--- src/rtl/ccw_pkg.sv ---
// Shared widths, frame constants and the phase encoding for the codec
// serial control write engine. Assumes a fixed 16-bit write frame.
package ccw_pkg;
    localparam int REG_W   = 5;
    localparam int DATA_W  = 8;
    localparam int DEV_W   = 2;
    localparam int FRAME_W = DEV_W + 1 + REG_W + DATA_W;
    localparam int BIT_W   = $clog2(FRAME_W);

    localparam logic [DEV_W-1:0] DEV_CODE = 2'b10;
    localparam logic             WR_FLAG  = 1'b1;

    typedef enum logic [2:0] {
        ST_IDLE,
        ST_PRE,
        ST_SEL,
        ST_CLK_LO,
        ST_SET_D,
        ST_CLK_HI,
        ST_FIN
    } ccw_state_t;
endpackage

--- src/rtl/ccw_frame_build.sv ---
// Assembles the write frame from the host fields and classifies the chip
// index. Purely combinational; assumes fields are stable while start_i is high.
module ccw_frame_build
    import ccw_pkg::*;
#(
    parameter int IDX_W     = 3,
    parameter int NUM_CHIPS = 4
) (
    input  logic [IDX_W-1:0]   chip_idx_i,
    input  logic [REG_W-1:0]   reg_addr_i,
    input  logic [DATA_W-1:0]  wr_data_i,
    output logic [FRAME_W-1:0] frame_o,
    output logic               idx_ok_o,
    output logic               sel_hi_o
);
    localparam logic [IDX_W:0] IDX_LIMIT = NUM_CHIPS[IDX_W:0];

    // Frame layout: device code, write flag, register address, data.
    always_comb begin
        frame_o = {DEV_CODE, WR_FLAG, reg_addr_i, wr_data_i};
    end

    // Index check and select choice: index 0 uses select 0, others select 1.
    always_comb begin
        idx_ok_o = ({1'b0, chip_idx_i} < IDX_LIMIT);
        sel_hi_o = (chip_idx_i != '0);
    end
endmodule

--- src/rtl/ccw_phase_timer.sv ---
// Free-running wait counter for the bit-cycle phases. While run_i is high it
// counts 0..WAIT_CYCLES-1 and wraps, pulsing tick_o on the last count.
// Each phase therefore lasts exactly WAIT_CYCLES cycles. Assumes WAIT_CYCLES >= 1.
module ccw_phase_timer #(
    parameter int WAIT_CYCLES = 10000
) (
    input  logic clk,
    input  logic rst_n,
    input  logic run_i,
    output logic tick_o
);
    localparam int CW = (WAIT_CYCLES > 1) ? $clog2(WAIT_CYCLES) : 1;
    localparam logic [CW-1:0] LAST = CW'(WAIT_CYCLES - 1);

    logic [CW-1:0] count_q;

    // Count while running, wrap at the end of each phase, clear when idle.
    always_ff @(posedge clk) begin
        if (!rst_n || !run_i) begin
            count_q <= '0;
        end else if (count_q == LAST) begin
            count_q <= '0;
        end else begin
            count_q <= count_q + 1'b1;
        end
    end

    // End-of-phase strobe.
    always_comb begin
        tick_o = run_i && (count_q == LAST);
    end

    // Counter must never pass the last phase count (phase length, R3).
    p_count_in_range_r3: assert property (@(posedge clk) disable iff (!rst_n)
        count_q <= LAST);
endmodule

--- src/rtl/ccw_sequencer.sv ---
// Phase sequencer and shifter. Accepts a start only when idle with a valid
// index. It then walks through: all-high prelude, select, and per bit
// clock-low / data-set / clock-high, then an all-high finish. Each phase
// lasts one timer period. Assumes tick_i comes from a timer that runs while busy.
module ccw_sequencer
    import ccw_pkg::*;
(
    input  logic               clk,
    input  logic               rst_n,
    input  logic               start_i,
    input  logic               idx_ok_i,
    input  logic               sel_hi_i,
    input  logic [FRAME_W-1:0] frame_i,
    input  logic               tick_i,
    output logic               busy_o,
    output logic               done_o,
    output logic               sdata_o,
    output logic               sclk_o,
    output logic               drive_en_o,
    output logic               cs0_n_o,
    output logic               cs1_n_o
);
    localparam logic [BIT_W-1:0] LAST_BIT = BIT_W'(FRAME_W - 1);

    ccw_state_t         state_q;
    logic [FRAME_W-1:0] shreg_q;
    logic [BIT_W-1:0]   bit_cnt_q;
    logic               sdata_q;
    logic               sel_q;
    logic               done_q;
    logic               sel_active;

    // Phase walk, shift register and data line register.
    always_ff @(posedge clk) begin
        if (!rst_n) begin
            state_q   <= ST_IDLE;
            shreg_q   <= '0;
            bit_cnt_q <= '0;
            sdata_q   <= 1'b1;
            sel_q     <= 1'b0;
            done_q    <= 1'b0;
        end else begin
            done_q <= 1'b0;
            unique case (state_q)
                ST_IDLE: begin
                    if (start_i && idx_ok_i) begin
                        state_q   <= ST_PRE;
                        shreg_q   <= frame_i;
                        sel_q     <= sel_hi_i;
                        bit_cnt_q <= '0;
                        sdata_q   <= 1'b1;
                    end
                end
                ST_PRE: begin
                    if (tick_i) state_q <= ST_SEL;
                end
                ST_SEL: begin
                    if (tick_i) state_q <= ST_CLK_LO;
                end
                ST_CLK_LO: begin
                    if (tick_i) begin
                        state_q <= ST_SET_D;
                        sdata_q <= shreg_q[FRAME_W-1];
                    end
                end
                ST_SET_D: begin
                    if (tick_i) state_q <= ST_CLK_HI;
                end
                ST_CLK_HI: begin
                    if (tick_i) begin
                        shreg_q <= {shreg_q[FRAME_W-2:0], 1'b0};
                        if (bit_cnt_q == LAST_BIT) begin
                            state_q <= ST_FIN;
                            sdata_q <= 1'b1;
                        end else begin
                            bit_cnt_q <= bit_cnt_q + 1'b1;
                            state_q   <= ST_CLK_LO;
                        end
                    end
                end
                ST_FIN: begin
                    if (tick_i) begin
                        state_q <= ST_IDLE;
                        done_q  <= 1'b1;
                    end
                end
                default: state_q <= ST_IDLE;
            endcase
        end
    end

    // Line decode from the current phase.
    always_comb begin
        sel_active = (state_q == ST_SEL) || (state_q == ST_CLK_LO) ||
                     (state_q == ST_SET_D) || (state_q == ST_CLK_HI);
        busy_o     = (state_q != ST_IDLE);
        done_o     = done_q;
        drive_en_o = busy_o;
        sdata_o    = sdata_q;
        sclk_o     = !((state_q == ST_CLK_LO) || (state_q == ST_SET_D));
        cs0_n_o    = !(sel_active && !sel_q);
        cs1_n_o    = !(sel_active && sel_q);
    end

    // Data must be steady across a rising clock edge.
    p_data_steady_rise_r2: assert property (@(posedge clk) disable iff (!rst_n)
        $rose(sclk_o) |-> $stable(sdata_o));

    // With a select low, data may change only while the clock is low.
    p_data_moves_clk_low_r3: assert property (@(posedge clk) disable iff (!rst_n)
        (!$stable(sdata_o) && !(cs0_n_o && cs1_n_o)) |-> !sclk_o);

    // A select falls only after all lines sat high.
    p_prelude_high_r4: assert property (@(posedge clk) disable iff (!rst_n)
        ($fell(cs0_n_o) || $fell(cs1_n_o)) |-> ($past(sdata_o) && $past(sclk_o) &&
                                                 $past(cs0_n_o) && $past(cs1_n_o)));

    // Never both selects at once.
    p_one_select_r5: assert property (@(posedge clk) disable iff (!rst_n)
        (cs0_n_o || cs1_n_o));

    // Release: selects rise together with data and clock high.
    p_release_all_high_r7: assert property (@(posedge clk) disable iff (!rst_n)
        ($rose(cs0_n_o) || $rose(cs1_n_o)) |-> (sdata_o && sclk_o && cs0_n_o && cs1_n_o));

    // Done lasts one cycle and comes right after a busy cycle.
    p_done_single_r9: assert property (@(posedge clk) disable iff (!rst_n)
        done_o |=> !done_o);
    p_done_after_busy_r9: assert property (@(posedge clk) disable iff (!rst_n)
        done_o |-> (!busy_o && $past(busy_o)));

    // Pins are driven whenever a select is low.
    p_drive_while_sel_r10: assert property (@(posedge clk) disable iff (!rst_n)
        !(cs0_n_o && cs1_n_o) |-> drive_en_o);
endmodule

--- src/rtl/codec_ctl_writer.sv ---
// Top of the codec serial control write engine. Ties together the frame
// builder, the phase timer and the sequencer. Assumes host fields are valid
// in the start cycle; data/clock pins are tri-stated outside when
// drive_en_o is low.
module codec_ctl_writer
    import ccw_pkg::*;
#(
    parameter int WAIT_CYCLES = 10000,
    parameter int IDX_W       = 3,
    parameter int NUM_CHIPS   = 4
) (
    input  logic              clk,
    input  logic              rst_n,
    input  logic              start_i,
    input  logic [IDX_W-1:0]  chip_idx_i,
    input  logic [REG_W-1:0]  reg_addr_i,
    input  logic [DATA_W-1:0] wr_data_i,
    output logic              busy_o,
    output logic              done_o,
    output logic              sdata_o,
    output logic              sclk_o,
    output logic              drive_en_o,
    output logic              cs0_n_o,
    output logic              cs1_n_o
);
    localparam logic [IDX_W:0] IDX_LIMIT = NUM_CHIPS[IDX_W:0];

    logic [FRAME_W-1:0] frame;
    logic               idx_ok;
    logic               sel_hi;
    logic               tick;

    ccw_frame_build #(
        .IDX_W     (IDX_W),
        .NUM_CHIPS (NUM_CHIPS)
    ) u_build (
        .chip_idx_i (chip_idx_i),
        .reg_addr_i (reg_addr_i),
        .wr_data_i  (wr_data_i),
        .frame_o    (frame),
        .idx_ok_o   (idx_ok),
        .sel_hi_o   (sel_hi)
    );

    ccw_phase_timer #(
        .WAIT_CYCLES (WAIT_CYCLES)
    ) u_timer (
        .clk    (clk),
        .rst_n  (rst_n),
        .run_i  (busy_o),
        .tick_o (tick)
    );

    ccw_sequencer u_seq (
        .clk        (clk),
        .rst_n      (rst_n),
        .start_i    (start_i),
        .idx_ok_i   (idx_ok),
        .sel_hi_i   (sel_hi),
        .frame_i    (frame),
        .tick_i     (tick),
        .busy_o     (busy_o),
        .done_o     (done_o),
        .sdata_o    (sdata_o),
        .sclk_o     (sclk_o),
        .drive_en_o (drive_en_o),
        .cs0_n_o    (cs0_n_o),
        .cs1_n_o    (cs1_n_o)
    );

    // An out-of-range index seen while idle starts nothing.
    p_reject_idx_r6: assert property (@(posedge clk) disable iff (!rst_n)
        (start_i && !busy_o && ({1'b0, chip_idx_i} >= IDX_LIMIT)) |=> !busy_o);

    // A start seen while busy does not restart: busy stays up.
    p_start_busy_ignored_r8: assert property (@(posedge clk) disable iff (!rst_n)
        (start_i && busy_o && !done_o && $past(busy_o)) |=> (busy_o || done_o));
endmodule

--- config.mk ---
export PLATFORM = sky130hd
export DESIGN_NAME = codec_ctl_writer
export DESIGN_NICKNAME = d
export VERILOG_FILES = /design/src/rtl/ccw_pkg.sv /design/src/rtl/ccw_frame_build.sv /design/src/rtl/ccw_phase_timer.sv /design/src/rtl/ccw_sequencer.sv /design/src/rtl/codec_ctl_writer.sv
export SDC_FILE = /design/constraint.sdc
export NUM_CORES = 1
export LEC_CHECK = 0
export BUFFER_PORTS_ARGS = -buffer_cell sky130_fd_sc_hd__buf_4
export CAP_MARGIN = 20
export CORE_MARGIN = 3
export CORE_UTILIZATION = 33
export CTS_BUF_LIST = sky130_fd_sc_hd__clkbuf_8
export DETAILED_ROUTE_END_ITERATION = 7
export HOLD_SLACK_MARGIN = 0.15
export PLACE_DENSITY_LB_ADDON = 0.1
export SLEW_MARGIN = 25
export SYNTH_ARGS = -nofsm -noshare
export SYNTH_HDL_FRONTEND = slang
export SYNTH_SLANG_ARGS = --single-unit
--- constraint.sdc ---
create_clock -name clk -period 2.5 [get_ports clk]
set_input_delay 0.125 -clock clk [delete_from_list [all_inputs] [get_ports clk]]
set_output_delay 0.125 -clock clk [all_outputs]
set_load 0.03 [all_outputs]
==> results.toml <==
[cells_and_area]
nets = 294
multi_input_area_um2 = 1020
ff_latch_area_um2 = 801
diodes = 0
syn_to_final_growth_pct = 26.3
fillers = 556
drive_gt1_share_pct = 17.6

[routing]
drt_iter0_markers = 66
drtAntennaViolNets = 0
avgRoutedWirePerCell_um = 13.0
drc = 0
wl_mm = 4.49
dr.pass1.iters = 4
vias_per_cell = 5.03
num_vias = 1736

[run_status]
run_status = "finished clean"

[floorplan]
start_util_pct = 34.6
io_pins = 26
die_w_um = 82.4
fp.coreArea_um2 = 5570
core.rowCount = 27
die_h_um = 82.4
die_area_um2 = 6790

[pwr]
p_per_area_nw_per_um2 = 525
seq_power_share_pct = 52.8
switching_share_pct = 25.1
internal-power_uw = 957
peakVddDrop_mv = 0.251
pwr-share-comb_pct = 13.1
power_frac_clock_pct = 34.1
cellLeakagePower_uw = 0.000881
switching_power_uw = 321

[clock_tree]
cts.htree.levels = 2
cts-buffers-inserted = 5
clockRootBuffer = "clkbuf_8"
clock_latency_ns = 0.29
clk_pin_slew_ns = 0.08
cts_buffer_depth = 2
tritoncts = "yes"
numClockSinks = 40

[sta]
fin_ws_ns = 0.295
min_period_over_period_pct = 88.2
rsz0062_at_grt = "false"
drv_slew = 0
worst_slew_pin_slew_ns = 0.818
setup_violations = 0
maxSlewHeadroom_pct = 45.4
min_period_ns = 2.21
max_freq_ghz = 0.453
hold_violations = 0
tns_ns = 0
clock_skew_ns = 0.00495

[worst_hold_path]
min_from = "u_timer.count_q[0]"
hold_path.class = "flop to flop"

[synth]
synth_ff_type = "dfxtp_1"
yosysMostFrequentCell = "nor2_1"
ys_ff_latch = 40
avgSynthCellArea_um2 = 8.27
synth-edff-count = 0
synthTopCellsByArea = "dfxtp_1, nor2_1, nand3_1, nand2_1, a311oi_1"
synth_area_leader_cell = "dfxtp_1"
synth_cells = 233
netlist_area_um2 = 1930
yosysTopAreaCellShare_pct = 41.6
synth_common_cells = "nor2_1, dfxtp_1, nand3_1, nand2_1, a21oi_1"
yosysSeqAreaShare_pct = 41.6
yosysUniqueCellTypes = 40
syn-num-nets = 255
synthArstFlopShare_pct = 0
yosys_warnings = 0

[critical_path]
r2r-end = "u_seq.shreg_q[4]"
crit_path_start_kind = "flop"
slowest_delay_ns = 0.60
rr_worst_depth = 6
critical_path_depth = 6
critPathRequiredTime_ns = 2.69
cp-end-kind = "flop"
cp_max_fo = 28
crit_top_cell = "or4_4"
cpMaxStageDelayCell = "or4_4"
rr_startpoint = "u_timer.count_q[6]"
crit_chain = "or4_4 -> or4_4 -> o22ai_4 -> buf_12 -> nor2_1 -> a311oi_1"
crit_family = "simple AND/OR/NAND/NOR gates"
cp.arrival_ns = 2.40
worstSetupPathType = "flop to flop"
r2r_slack_ns = 0.29
critPathLaunch = "u_timer.count_q[6]"
crit_path_end = "u_seq.shreg_q[4]"
path_buf_inv = 1

[grt]
antenna_found_initial = 0
grt_pass1_vias = 1597
grt_max_degree = 29
track_usage_pct = 14.5
grt_pass1_wl_mm = 7.67
grt_overflow = 0

[place]
portBuffers = 25
place_ws_ns = 0.294
dp_hpwl_mm = 3.05
routabilityCongestion = 0.732

[job]
cap_violations = 0
cell families after synthesis:
kind of cell	synth area share, %
DFF	41.6
and+or+nand+nor	26.8
muxes	0.520
xor gates and xnor gates	5.45
AOI/OAI and AO/OA	18.5
adders and majority gates	1.95
buffers and inverters	5.26
worst reg2reg max path, stage by stage (launching register included):
cell and delay [ns]:
dfxtp_1 0.33, or4_4 0.54, or4_4 0.60, o22ai_4 0.15
buf_12 0.20, nor2_1 0.07, a311oi_1 0.23
cell type report:
cell class	instances	share of cell area, %
multi-input cells	172	42.1
flip-flops and latches	40	32.9
repair buffers	47	16.7
well taps	72	3.70
clock buffers	6	3.39
inverters	6	0.925
clock inverters	2	0.308
cells in the final DEF (no fill, tap or decap), types with 8 or more instances in the layout:
| cell | n |
|---|---|
| nor2_1 | 45 |
| dfxtp_1 | 40 |
| buf_4 | 30 |
| nand3_1 | 22 |
| nand2_1 | 21 |
| dlygate4sd3_1 | 16 |
| a21oi_1 | 11 |
| inv_1 | 8 |
| a311oi_1 | 8 |
stage by stage:
stage | total power, µW | utilization [%] | hold slack [ns] | cells | instance area, µm²
6_report | 1280 | 43.7 | 0.450 | 345 | 2430
3_3_place_gp | 838 | 39.2 | 0.409 | 321 | 2180
5_1_grt | 1350 | 43.7 | 0.470 | 345 | 2430
4_1_cts | 1300 | 43.7 | 0.433 | 345 | 2430
3_5_place_dp | 838 | 39.2 | 0.413 | 321 | 2180
2_1_floorplan | 786 | - | 0.277 | 233 | 1930
timing repair:
action                                  in CTS  in global routing
hold buffers                                16                  0
resized for setup                            0                  0
endpoints found under the setup margin       0                  0
setup buffers                                0                  0
endpoints found under the hold margin       18                  0
sequential cells by signal, indices dropped and copies added, names as in the netlist:
register / count
u_seq.sel_q: 1
u_seq.shreg_q: 16
u_seq.state_q: 3
u_seq.done_o: 1
u_timer.count_q: 14
u_seq.bit_cnt_q: 4
u_seq.sdata_o: 1
metal layers:
layer	share of wire [%]	wire, µm	track usage [%]
met1	54	2420	21.5
met2	42	1870	20.5
met3	3.8	172	3.69
met4	0.60	27	3.99
met5	0	0	0
worst min-delay path by stage:
stage / endpoint / slack [ns] / depth (start not counted)
after floorplan: u_seq.shreg_q[0] / 0.28 / 2
after global placement: u_seq.shreg_q[8] / 0.41 / 3
after detailed placement: u_seq.shreg_q[5] / 0.41 / 3
after CTS: u_seq.sel_q / 0.43 / 4
after global routing: u_seq.sel_q / 0.47 / 4
final: u_timer.count_q[0] / 0.45 / 1
power by group through the flow:
stage          Combinational [µW]  Sequential [µW]  Clock [µW]
3_3_place_gp                  148              690           0
6_report                      167              675         437
5_1_grt                       188              677         484
4_1_cts                       169              674         454
3_5_place_dp                  148              689           0
2_1_floorplan                 104              682           0
Power figures use the tool's default switching activity.
